### config.mk
export PLATFORM = sky130hd
export DESIGN_NAME = adc_scan_seq
export DESIGN_NICKNAME = d
export VERILOG_FILES = /design/src/rtl/adc_seq_pkg.sv /design/src/rtl/adc_ctrl_reg.sv /design/src/rtl/adc_ext_edge.sv /design/src/rtl/adc_chan_pick.sv /design/src/rtl/adc_scan_core.sv /design/src/rtl/adc_scan_seq.sv
export SDC_FILE = /design/constraint.sdc
export NUM_CORES = 1
export LEC_CHECK = 0
export BUFFER_PORTS_ARGS = -buffer_cell sky130_fd_sc_hd__clkbuf_2
export CAP_MARGIN = 10
export CORE_UTILIZATION = 23
export CTS_BUF_LIST = sky130_fd_sc_hd__clkbuf_4
export CTS_CLUSTER_DIAMETER = 60
export CTS_CLUSTER_SIZE = 25
export DETAILED_ROUTE_END_ITERATION = 10
export PLACE_DENSITY = 0.5
export RECOVER_POWER = 50
export SETUP_SLACK_MARGIN = 0.1
export SYNTH_ARGS = -nofsm -noshare
export SYNTH_HDL_FRONTEND = slang
export SYNTH_SLANG_ARGS = --single-unit
### constraint.sdc
create_clock -name clk -period 2.2 [get_ports clk]
set_input_delay 0.33 -clock clk [delete_from_list [all_inputs] [get_ports clk]]
set_output_delay 0.33 -clock clk [all_outputs]
set_load 0.03 [all_outputs]
### src/rtl/adc_seq_pkg.sv
package adc_seq_pkg;

    localparam int CTRL_W = 16;
    localparam int DUP_W  = 5;

    typedef enum logic [1:0] {
        MODE_SINGLE = 2'b00,
        MODE_GROUP  = 2'b01,
        MODE_CONT   = 2'b10,
        MODE_RSVD   = 2'b11
    } scan_mode_e;

    // Field positions follow the control word layout, MSB first.
    typedef struct packed {
        logic             start;
        scan_mode_e       mode;
        logic             end_ie;
        logic [1:0]       rsv_hi;
        logic             trig_en;
        logic             trig_ext;
        logic             dbl_en;
        logic             grpb_ie;
        logic             rsv_lo;
        logic [DUP_W-1:0] dup_sel;
    } ctrl_t;

    typedef enum logic [1:0] {
        ST_IDLE   = 2'b00,
        ST_LAUNCH = 2'b01,
        ST_CONV   = 2'b10
    } seq_state_e;

    function automatic ctrl_t scrub_ctrl(input ctrl_t c);
        ctrl_t r;
        r        = c;
        r.rsv_hi = '0;
        r.rsv_lo = 1'b0;
        return r;
    endfunction

    function automatic logic is_one_shot(input scan_mode_e m);
        return (m == MODE_SINGLE) || (m == MODE_RSVD);
    endfunction

endpackage

### src/rtl/adc_ctrl_reg.sv
module adc_ctrl_reg
    import adc_seq_pkg::*;
(
    input  logic              clk,
    input  logic              rst,
    input  logic              wr_en,
    input  logic [CTRL_W-1:0] wr_data,
    input  logic              hw_set,
    input  logic              auto_clr,
    output ctrl_t             ctrl,
    output logic [CTRL_W-1:0] rd_data,
    output logic              sw_start,
    output logic              sw_stop,
    output logic              dbl_enter
);

    ctrl_t ctrl_q;
    ctrl_t ctrl_d;
    ctrl_t wr_c;

    always_comb begin
        wr_c   = scrub_ctrl(ctrl_t'(wr_data));
        ctrl_d = ctrl_q;
        if (wr_en) begin
            ctrl_d = wr_c;
            if (wr_c.start) begin
                ctrl_d.dup_sel = ctrl_q.dup_sel;
            end
        end else if (hw_set) begin
            ctrl_d.start = 1'b1;
        end else if (auto_clr) begin
            ctrl_d.start = 1'b0;
        end
    end

    always_ff @(posedge clk) begin
        if (rst) begin
            ctrl_q <= '0;
        end else begin
            ctrl_q <= ctrl_d;
        end
    end

    assign ctrl      = ctrl_q;
    assign rd_data   = ctrl_q;
    assign sw_start  = wr_en & wr_c.start;
    assign sw_stop   = wr_en & ~wr_c.start;
    assign dbl_enter = wr_en & wr_c.dbl_en & ~ctrl_q.dbl_en;

endmodule

### src/rtl/adc_ext_edge.sv
module adc_ext_edge #(
    parameter int SYNC_STAGES = 2
) (
    input  logic clk,
    input  logic rst,
    input  logic pin_n,
    output logic fall
);

    // sh[0..SYNC_STAGES-1] synchronize, sh[SYNC_STAGES] holds the previous level.
    logic [SYNC_STAGES:0] sh;

    always_ff @(posedge clk) begin
        if (rst) begin
            sh <= '1;
        end else begin
            sh <= {sh[SYNC_STAGES-1:0], pin_n};
        end
    end

    assign fall = sh[SYNC_STAGES] & ~sh[SYNC_STAGES-1];

endmodule

### src/rtl/adc_chan_pick.sv
module adc_chan_pick #(
    parameter  int NCH = 16,
    localparam int CHW = $clog2(NCH)
) (
    input  logic [NCH-1:0] mask,
    input  logic [CHW-1:0] base,
    input  logic           incl,
    output logic           found,
    output logic [CHW-1:0] idx
);

    logic [NCH-1:0] elig;

    generate
        for (genvar g = 0; g < NCH; g++) begin : g_elig
            assign elig[g] = mask[g] &&
                             ((g > int'(base)) || (incl && (g == int'(base))));
        end
    endgenerate

    always_comb begin
        found = 1'b0;
        idx   = '0;
        for (int i = NCH - 1; i >= 0; i--) begin
            if (elig[i]) begin
                found = 1'b1;
                idx   = CHW'(i);
            end
        end
    end

endmodule

### src/rtl/adc_scan_core.sv
module adc_scan_core
    import adc_seq_pkg::*;
#(
    parameter  int NCH   = 16,
    parameter  int RES_W = 12,
    localparam int CHW   = $clog2(NCH)
) (
    input  logic             clk,
    input  logic             rst,
    input  ctrl_t            ctrl,
    input  logic [NCH-1:0]   chan_mask,
    input  logic             sw_start,
    input  logic             sw_stop,
    input  logic             dbl_enter,
    input  logic             hw_trig,
    input  logic             conv_done,
    input  logic [RES_W-1:0] conv_result,
    output logic             conv_req,
    output logic [CHW-1:0]   conv_chan,
    output logic             res_wr_en,
    output logic [CHW-1:0]   res_wr_chan,
    output logic             res_wr_dup,
    output logic [RES_W-1:0] res_wr_data,
    output logic             end_irq,
    output logic             hw_set,
    output logic             auto_clr
);

    seq_state_e       st_q, st_d;
    logic [CHW-1:0]   cur_q, cur_d;
    logic             second_q, second_d;
    logic             dbl_q, dbl_d;
    logic             res_v_q, res_v_d;
    logic [CHW-1:0]   res_chan_q, res_chan_d;
    logic             res_dup_q, res_dup_d;
    logic [RES_W-1:0] res_data_q, res_data_d;
    logic             irq_q, irq_d;
    logic             finish;
    logic             fin_ok;

    logic             pick_found;
    logic [CHW-1:0]   pick_idx;
    logic [CHW-1:0]   pick_base;
    logic             pick_incl;

    assign pick_incl = (st_q == ST_LAUNCH);
    assign pick_base = pick_incl ? '0 : cur_q;

    adc_chan_pick #(.NCH(NCH)) u_pick (
        .mask  (chan_mask),
        .base  (pick_base),
        .incl  (pick_incl),
        .found (pick_found),
        .idx   (pick_idx)
    );

    assign hw_set = (st_q == ST_IDLE) && hw_trig && !sw_stop;

    always_comb begin
        st_d       = st_q;
        cur_d      = cur_q;
        second_d   = second_q;
        dbl_d      = dbl_q;
        res_v_d    = 1'b0;
        res_chan_d = res_chan_q;
        res_dup_d  = res_dup_q;
        res_data_d = res_data_q;
        irq_d      = 1'b0;
        finish     = 1'b0;
        fin_ok     = 1'b0;
        auto_clr   = 1'b0;

        case (st_q)
            ST_IDLE: begin
                if (sw_start || hw_trig) begin
                    st_d = ST_LAUNCH;
                end
            end
            ST_LAUNCH: begin
                dbl_d = ctrl.dbl_en;
                if (ctrl.dbl_en) begin
                    cur_d = ctrl.dup_sel[CHW-1:0];
                    st_d  = ST_CONV;
                end else if (pick_found) begin
                    cur_d = pick_idx;
                    st_d  = ST_CONV;
                end else begin
                    finish = 1'b1;
                    fin_ok = 1'b1;
                end
            end
            ST_CONV: begin
                if (conv_done) begin
                    res_v_d    = 1'b1;
                    res_chan_d = cur_q;
                    res_data_d = conv_result;
                    res_dup_d  = dbl_q & second_q;
                    if (dbl_q) begin
                        second_d = ~second_q;
                        finish   = 1'b1;
                        fin_ok   = second_q;
                    end else if (pick_found) begin
                        cur_d = pick_idx;
                    end else begin
                        finish = 1'b1;
                        fin_ok = 1'b1;
                    end
                end
            end
            default: begin
                st_d = ST_IDLE;
            end
        endcase

        if (finish) begin
            irq_d    = fin_ok & ctrl.end_ie;
            st_d     = ((ctrl.mode == MODE_CONT) || sw_start) ? ST_LAUNCH : ST_IDLE;
            auto_clr = is_one_shot(ctrl.mode);
        end

        if (dbl_enter) begin
            second_d = 1'b0;
        end

        if (sw_stop) begin
            st_d     = ST_IDLE;
            res_v_d  = 1'b0;
            irq_d    = 1'b0;
            second_d = 1'b0;
            auto_clr = 1'b0;
        end
    end

    always_ff @(posedge clk) begin
        if (rst) begin
            st_q       <= ST_IDLE;
            cur_q      <= '0;
            second_q   <= 1'b0;
            dbl_q      <= 1'b0;
            res_v_q    <= 1'b0;
            res_chan_q <= '0;
            res_dup_q  <= 1'b0;
            res_data_q <= '0;
            irq_q      <= 1'b0;
        end else begin
            st_q       <= st_d;
            cur_q      <= cur_d;
            second_q   <= second_d;
            dbl_q      <= dbl_d;
            res_v_q    <= res_v_d;
            res_chan_q <= res_chan_d;
            res_dup_q  <= res_dup_d;
            res_data_q <= res_data_d;
            irq_q      <= irq_d;
        end
    end

    assign conv_req    = (st_q == ST_CONV);
    assign conv_chan   = cur_q;
    assign res_wr_en   = res_v_q;
    assign res_wr_chan = res_chan_q;
    assign res_wr_dup  = res_dup_q;
    assign res_wr_data = res_data_q;
    assign end_irq     = irq_q;

endmodule

### src/rtl/adc_scan_seq.sv
module adc_scan_seq
    import adc_seq_pkg::*;
#(
    parameter  int NCH         = 16,
    parameter  int RES_W       = 12,
    parameter  int SYNC_STAGES = 2,
    localparam int CHW         = $clog2(NCH)
) (
    input  logic             clk,
    input  logic             rst,
    input  logic             reg_wr_en,
    input  logic [15:0]      reg_wr_data,
    output logic [15:0]      reg_rd_data,
    input  logic [NCH-1:0]   chan_mask,
    input  logic             sync_trig,
    input  logic             ext_trig_n,
    output logic             conv_req,
    output logic [CHW-1:0]   conv_chan,
    input  logic             conv_done,
    input  logic [RES_W-1:0] conv_result,
    output logic             res_wr_en,
    output logic [CHW-1:0]   res_wr_chan,
    output logic             res_wr_dup,
    output logic [RES_W-1:0] res_wr_data,
    output logic             scan_end_irq
);

    ctrl_t ctrl;
    logic  sw_start;
    logic  sw_stop;
    logic  dbl_enter;
    logic  hw_set;
    logic  auto_clr;
    logic  ext_fall;
    logic  hw_trig;

    adc_ctrl_reg u_ctrl (
        .clk       (clk),
        .rst       (rst),
        .wr_en     (reg_wr_en),
        .wr_data   (reg_wr_data),
        .hw_set    (hw_set),
        .auto_clr  (auto_clr),
        .ctrl      (ctrl),
        .rd_data   (reg_rd_data),
        .sw_start  (sw_start),
        .sw_stop   (sw_stop),
        .dbl_enter (dbl_enter)
    );

    adc_ext_edge #(.SYNC_STAGES(SYNC_STAGES)) u_ext (
        .clk   (clk),
        .rst   (rst),
        .pin_n (ext_trig_n),
        .fall  (ext_fall)
    );

    assign hw_trig = ctrl.trig_en & (ctrl.trig_ext ? ext_fall : sync_trig);

    adc_scan_core #(.NCH(NCH), .RES_W(RES_W)) u_core (
        .clk         (clk),
        .rst         (rst),
        .ctrl        (ctrl),
        .chan_mask   (chan_mask),
        .sw_start    (sw_start),
        .sw_stop     (sw_stop),
        .dbl_enter   (dbl_enter),
        .hw_trig     (hw_trig),
        .conv_done   (conv_done),
        .conv_result (conv_result),
        .conv_req    (conv_req),
        .conv_chan   (conv_chan),
        .res_wr_en   (res_wr_en),
        .res_wr_chan (res_wr_chan),
        .res_wr_dup  (res_wr_dup),
        .res_wr_data (res_wr_data),
        .end_irq     (scan_end_irq),
        .hw_set      (hw_set),
        .auto_clr    (auto_clr)
    );

endmodule

## Yosys cells after proc, flatten, opt, wreduce, memory -nomap -nowiden

Index checks and enable logic that the tools add are counted.

| cells by class | value |
|---|---|
| magnitude comparators | 15 |
| equality and inequality tests | 24 |
| mux-type cells | 59 |
| bitwise gates (word level) | 14 |
| reduce and logical (&&, ||, !) cells | 67 |

Operators with widths:

| operator | number |
|---|---|
| two-way mux 4 bit | 21 |
| logical AND 1 bit | 34 |
| equality test 4 bit (first input constant) | 8 |
| greater-than comparator 4 bit (first input constant) | 8 |
| two-way mux 1 bit | 30 |
| logical OR 1 bit | 18 |
| equality test 3 x 4 -> 1 bit (first input constant) | 4 |
| greater-than comparator 3 x 4 -> 1 bit (first input constant) | 4 |
| AND reduction 3 bit | 3 |
| OR reduction 3 bit | 3 |
| bitwise AND 1 bit | 8 |
| equality test 2 x 4 -> 1 bit (first input constant) | 2 |
| greater-than comparator 2 x 4 -> 1 bit (first input constant) | 2 |
| two-way mux 2 bit | 4 |
| case mux 4 bit (2 select lines) | 1 |
| equality test 2 bit (second input constant) | 3 |
| inverter 1 bit | 6 |
| case mux 2 bit (3 select lines) | 1 |
| equality test 1 x 4 -> 1 bit (first input constant) | 1 |
| greater-than comparator 1 x 4 -> 1 bit (first input constant) | 1 |
| zero test 2 bit | 2 |
| zero test 4 bit | 1 |
| != test 2 x 1 -> 1 bit (second input constant) | 2 |
| != test 4 x 2 -> 1 bit (second input constant) | 1 |
| 9 further kinds | 11 |

| word-level totals | value |
|---|---|
| flip-flop bits (word level) | 43 |
| word-level logic and storage cells | 197 |
| input bits | 50 |
| output and inout bits | 40 |

## Logic depth before layout (Yosys ltp)

Gate-level depths: netlist of the first run.

| logic depth | value |
|---|---|
| depth after elaboration | 31 |
| depth in mapped cells | 11 |
| depth with buffers taken out | 9 |

## Modules after synthesis

From an unflattened synthesis of the first run, not the netlist that was laid out.

| unflattened totals | value |
|---|---|
| cells, all modules | 314 |
| area, all modules | 2585.0 um^2 |

Modules (own cells, without submodules):

| module | sequential area each (um^2) | cells each | instances | area each (um^2) |
|---|---|---|---|---|
| adc_scan_core | 540.5 | 155 | 1 | 1268.7 |
| adc_ctrl_reg | 260.2 | 70 | 1 | 684.4 |
| adc_chan_pick | 0.0 | 80 | 1 | 530.5 |
| adc_ext_edge | 60.1 | 7 | 1 | 85.1 |
| adc_scan_seq | 0.0 | 2 | 1 | 16.3 |

## Worst setup path after synthesis of the first run

OpenSTA, ideal clock, no wires.

| timing path | value |
|---|---|
| path type | reg2reg |
| from | register u_core.st_q[1] |
| to | register u_core.irq_q (netlist: u_core.end_irq) |
| stages on the path, launching flop included | 12 |
| slack | -209 ps |
| buffers on the path | 2 |
| data arrival time | 2321 ps |
| data required time | 2112 ps |
| period minus slack after synthesis | 2409 ps |
| cell sequence | dfxtp_1 > inv_1 > ha_1 > buf_6 > nand2b_1 > o31a_1 > and4bb_1 > and3_1 > buf_4 > a41oi_2 > and2_4 > nor4_2 |

| on the way | value |
|---|---|
| cells in the longest elaborated chain, start to end | 28 |
| elaborated cells between the ends (all ways) | 108 |

Ends and longest elaborated chain:

| what | line | RTL |
|---|---|---|
| start: declaration | adc_scan_core.sv:29 | `seq_state_e st_q, st_d;` |
| start signal: assignment | adc_scan_core.sv:146 | `st_q <= st_d;` |
| parallel branches: the longest is 28 deep, another holds greater-than comparator 4 bit | -- |  |
| end signal: assignment | adc_scan_core.sv:154 | `irq_q <= irq_d;` |
| end: declaration | adc_scan_core.sv:37 | `logic irq_q, irq_d;` |

Several ways; the timed one is not identified.
A chain may end at the register's enable or synchronous reset.

## Worst setup path in the final report of the first run

Ends and elaborated chain as after synthesis.

==> metrics, run 1 <==
status finished, violations left; failing checks negative setup slack; CTS clk-pin slew, worst paths 120 ps; cell area after synthesis between 2000 and 2500 sq um; placed inst area 3200 sq um; crit path DAT 2630 ps; final worst slack -165 ps; endpoints failing setup 7; Hold Path Cell Cnt 2; post-synthesis sequential area ratio 35.9%; dominant cells by area after synthesis dfxtp_1 (36%), nand2_1 (8.0%), a21oi_1 (5.4%), mux2i_1 (5.4%), nor2_1 (3.4%); total gr overflow 0; post-synthesis async set-or-reset flop share 0%; std cell rows 36; R2R setup slack -160 ps; Slew Limit Fails 0; synthesis-to-layout area growth 41.8%; biggest area consumer among synthesized cells dfxtp_1; Reg2Reg Launch Point u_core.st_q[1]; Avg WL per Cell 13.4 microns; first-pass GRT wire length 12000 microns; CTS tree built; Hold Crit Endpoint u_ext.sh[0]; crit start category flop; Die Wd 104 microns; R2R Path End u_core.end_irq; hold_ws 159 ps; Setup crit end kind flop; vias in the first global route ~2500; Vias per Instance 4.66; DRC 0; peak supply drop 0.000295 V; Post-Syn Instances 299; total track usage 13.4%; Max Freq 423 MHz; largest net degree at the start of global routing 22; WP data required 2470 ps; core area 9950 sq um; initial antenna violation count 0; Hold Vio Cnt, Final 0; DP HPWL roughly 5500 microns; worst clock skew between 8 and 9 ps; total number of vias 2564; RePlAce Congestion 0.841; Ys Warns 0; Rel. slew slack 42.0%; drt first pass iters 4; Post-synth top flop dfxtp_1; Die ar. 10800 sq um; fin area 3400 sq um; clock latency on the worst-skew pair 340 ps; ratio of cells with drive above 1 in the final layout 36.7%; Reg2Reg Depth 9; Crit Path Category reg2reg; Final Util 34.1%; pwr/cell area 710 nW/um^2; PortBufs 83; Unique masters post-synth 58; nets 473; TritonCTS Buffers 5; hold crit path type in2reg; worst-margin pin slew just under 900 ps; Yosys reg bits 43; Die Ht ~100 microns; EDFF count, synth 0; # IOs 90; min cycle time layout 2360 ps; Detailed Route WL 7360 microns; cell leakage power about 1.4 nW; initial DRC count 86; Worst Hold Launch ext_trig_n; max cap viols 0; share of the synthesized area in the top cell type a little over a third; starting density of the core 24.1%; antenna cell count 0; Tcrit/Tclk final 107%; RSZ-0062 raised after global routing true; CP max FO 6; CTS Sinks 43; clk buf depth 2; H-tree Lvls 2; Avg Cell Area, Syn 8.01 sq um; Root Buffer clkbuf_4; Routed Antenna Nets 0
report_power, final:
| part | internal, W | total, W | switching, W |
|---|---|---|---|
| Clock | 0.000114 | 0.000359 | 0.000245 |
| Combinational | 0.000524 | 0.00113 | 0.000606 |
| Sequential | 0.000842 | 0.000923 | 0.0000814 |
placed cells by master (no fill, tap or decap), types with 3 or more instances in the layout:
| cell type | n |
|---|---|
| a211oi_1 | 6 |
| a21oi_1 | 25 |
| a31oi_1 | 6 |
| and2_1 | 5 |
| buf_4 | 44 |
| clkbuf_1 | 23 |
| clkbuf_2 | 61 |
| clkbuf_4 | 5 |
| conb_1 | 3 |
| dfxtp_1 | 39 |
| dfxtp_2 | 3 |
| ha_1 | 4 |
| inv_1 | 13 |
| mux2i_1 | 13 |
| nand2_1 | 51 |
| nand2b_1 | 4 |
| nand3_1 | 3 |
| nor2_1 | 20 |
| o21ai_0 | 8 |
| o22ai_1 | 4 |
| o31a_1 | 3 |
| or2_2 | 5 |
cells by family (layout without fill, tap and decap cells):
logic type      Yosys count  after routing  synth area share (%)
simple gates            112            112                  23.0
compound gates           87             87                  25.2
flops                    43             43                  35.9
buf+inv                  37            153                  7.10
fa+ha+maj                 6              6                  3.13
mux                      13             13                  5.43
other cells               1              3                 0.157
synth_stat cells (all sizes together) (3+ instances only):
master / instances
nor2: 22
mux2i: 13
dfxtp: 43
a31oi: 6
and3: 3
a211oi: 7
inv: 16
nand4bb: 3
o22ai: 4
nand2: 51
or2: 6
buf: 11
ha: 6
o21ai: 11
o31ai: 4
nand3: 4
a21oi: 26
clkbuf: 10
o31a: 3
and2: 7
nand2b: 5
worst max path at each step:
stage                        start              to  slack (ps)
floorplan           u_core.st_q[1]  u_core.end_irq         -90
global placement    u_core.st_q[0]  u_core.end_irq        -210
detailed placement  u_core.st_q[0]  u_core.end_irq        -320
CTS                 u_core.st_q[1]  u_core.end_irq        -120
global route        u_core.st_q[1]  u_core.st_q[1]        -330
finish              u_core.st_q[1]  u_core.end_irq        -160
stage by stage:
step,power (W),setup TNS [ps],cells,setup slack [ps]
finish,0.00241,-611,550,-165
global route,0.00258,-1710,550,-327
CTS,0.00242,-408,547,-121
detailed placement,0.00196,-1480,534,-318
global placement,0.00196,-895,534,-211
floorplan,0.00154,-154,301,-88.3
layout make-up:
| cell class | count | area (sq um) |
|---|---|---|
| clock buffers | 5 | 37.5 |
| clock inverters | 2 | 8.76 |
| fillers | 1106 | 6560 |
| inverters | 16 | 62.6 |
| multi-input cells | 221 | 1500 |
| flip-flops and latches | 43 | 868 |
| well taps | 133 | 166 |
| repair buffers | 130 | 753 |
flip-flops by register name, indices dropped and copies added, names as in the netlist:
signal	cells
u_core.conv_chan	4
u_core.dbl_q	1
u_core.end_irq	1
u_core.res_wr_chan	4
u_core.res_wr_data	12
u_core.res_wr_dup	1
u_core.res_wr_en	1
u_core.second_q	1
u_core.st_q	2
u_ctrl.ctrl	13
u_ext.sh	3
timing repair:
action	4_1_cts	5_1_grt
endpoints found under the setup margin	8	8
buffers inserted	6	3
gates resized for setup	24	3
hold buffers	0	0
pin swaps	7	13
critical path, stage by stage (launching register included):
cell and delay [ps]:
dfxtp_2 370, inv_4 50, ha_4 170, and2_1 150, o31a_1 320, and4bb_2 350
and3_4 230, nand4_1 190, and2_4 230, nor4_2 220
per-layer routing:
metal	routed length, microns	up-vias	global-route usage, %
met2	3420	77	22.9
met4	62	0	2.76
met5	0	-	0
met1	3510	1197	17.7
met3	367	8	2.38
li1	-	1282	-
No activity file was read; power rests on OpenSTA's default activity.
==> run 2, diff against run 1 <==
Settings changed: PLACE_DENSITY 0.5 to 0.49.
Clock period 2.2 ns to 3.05 ns, I/O delays scaled along.
==> metrics, run 2 (synthesized netlist as in run 1, its figures left out) <==
most common cell after layout, fill and taps aside clkbuf_2; Vias per Instance 4.54 (-2.5%); Clk pwr share 19.5% (+4.6 points); CTS clk-pin slew, worst paths 150 ps (+30 ps); antenna cell count 0 (unchanged); min cycle time layout 2650 ps (+284 ps); P_sw 0.000636 W (-32%); Die Ht 104 microns (unchanged); Slew Limit Fails 0 (unchanged); RePlAce Congestion 0.816 (-3.0%); crit path DAT 2940 ps (+310 ps); total gr overflow 0 (unchanged); largest net degree at the start of global routing 22 (unchanged); initial DRC count 147 (+71%); total number of vias 2322 (-9.4%); status complete, no violations; Post-Place Cells 503 (-5.8%); CP bufs+invs 1 (unchanged); Root Buffer clkbuf_4; Power Internal 0.000915 W (-38%); max reg flops 13 (unchanged); clock latency on the worst-skew pair 360 ps (+20 ps); starting density of the core 24.1% (unchanged); Die Wd 104 microns (unchanged); CTS Sinks 43 (unchanged); DRC 0 (unchanged); TritonCTS Buffers 5 (unchanged); final cell count without fillers 511 (-7.1%); Rel. slew slack 34.8% (-7.1 points); PnR Total Power 0.00155 W (-36%); Top delay family on crit path simple AND/OR/NAND/NOR gates; worst clock skew 21.8 ps (+13.5 ps); Routed Antenna Nets 0 (unchanged); WP data required 3340 ps (+870 ps); std cell rows 36 (unchanged); peak supply drop 0.000289 V (-2.0%); DP HPWL 5180 microns (-6.2%); Setup crit end kind flop; RSZ-0062 raised after global routing false; switching share of power 41.0% (+2.3 points); Die ar. 10800 sq um (unchanged); crit-path cells inv_1, ha_1, nand2b_1, o31a_1, and4bb_1, and3_2, nand4_1, and2_4, nor4_2; Fillers 1117 (+0.99%); postcts setup bufs 0 (-6); max cap viols 0 (unchanged); clk buf depth 2 (unchanged); hold crit path type in2reg; initial antenna violation count 0 (unchanged); Crit Path Category reg2reg; cell leakage power 1.18 nW (-16%); Reg power frac 43.2% (+4.9 points); Tcrit/Tclk final 86.8% (-21 points); PortBufs 83 (unchanged); ratio of cells with drive above 1 in the final layout 23.8% (-13 points); setup_tns 0 ps (+611 ps); Worst path max stage delay 380 ps (about the same); nets 433 (-8.5%); worst-margin pin slew 978 ps (+107 ps); crit start category flop; CP max FO 6 (unchanged); Multi-input gate area 1380 sq um (-8.1%); core area 9950 sq um (unchanged); vias in the first global route 2232 (-11%); Reg area 861 sq um (-0.86%); endpoints failing setup 0 (-7); Comb power frac 37.2% (-9.7 points); drt first pass iters 4 (unchanged); CTS tree built; Max Freq 378 MHz (-11%); CP max-delay cell dfxtp_1; pwr/cell area 524 nW/um^2 (-26%); H-tree Lvls 2 (unchanged); synthesis-to-layout area growth 23.5%; Hold Vio Cnt, Final 0 (unchanged); Detailed Route WL 6830 microns (-7.2%); commonest cells after routing, fill and taps aside clkbuf_2 (57), nand2_1 (51), dfxtp_1 (43); first-pass GRT wire length 11400 microns (-5.4%); total track usage 12.9% (-0.51 points); # IOs 90 (unchanged); Avg WL per Cell 13.4 microns (-0.10%)
run 2: cell types whose count changed in the layout (fill, tap and decap cells not counted), moves of 3 or more:
cell      delta
buf_4       -38
clkbuf_1     +4
dfxtp_1      +4
clkbuf_2     -4
dfxtp_2      -3
run 2: path summary, 6_finish.rpt:
kind / to / from / slack [ps] / cells past startpoint
worst max register to register: u_core.end_irq / u_core.st_q[1] / 400 / 9
worst min register to register: u_ext.sh[1] / u_ext.sh[0] / 420 / 1
worst min-delay path: u_ext.sh[0] / ext_trig_n / 290 / 2
worst max-delay path: u_core.end_irq / u_core.st_q[1] / 400 / 9
run 2: layer usage:
layer  vias up  global-route usage [%]  routed length [microns]  part of all wire (%)
li1       1208                       -                        -                     -
met1      1055                    18.2                     3480                    51
met2        57                    20.7                     3060                    45
met3         2                    2.13                      269                   3.9
met4         0                    2.76                       25                  0.37
met5         -                       0                        0                     0
run 2: metrics by stage:
step	instance area, sq um	util [%]	hold slack [ps]	worst slack, ps
after floorplan	2400	-	389	641
after global placement	2930	29.4	394	339
after detailed placement	2930	29.4	392	264
after CTS	2990	30.0	266	227
after global routing	2960	29.7	254	147
final	2960	29.7	288	401
run 2: timing repair:
| action | in CTS | in global routing |
|---|---|---|
| setup endpoints to repair | 0 | 4 |
| hold buffers | 0 | 0 |
| resized for setup | 0 | 3 |
run 2: cell type report:
cell class / instances / share of cell area, %
inverters: 16 / 2.03
repair buffers: 90 / 14.6
multi-input cells: 221 / 46.6
flip-flops and latches: 43 / 29.1
clock inverters: 3 / 0.803
clock buffers: 5 / 1.27
well taps: 133 / 5.62
run 2: power by group through the flow:
stage	combinational (W)	clock, W	sequential (W)
after floorplan	0.000382	0	0.000711
after global placement	0.000576	0	0.000683
after detailed placement	0.000579	0	0.000684
after CTS	0.000583	0.000321	0.000671
after global routing	0.000645	0.000343	0.000680
final	0.000578	0.000303	0.000671
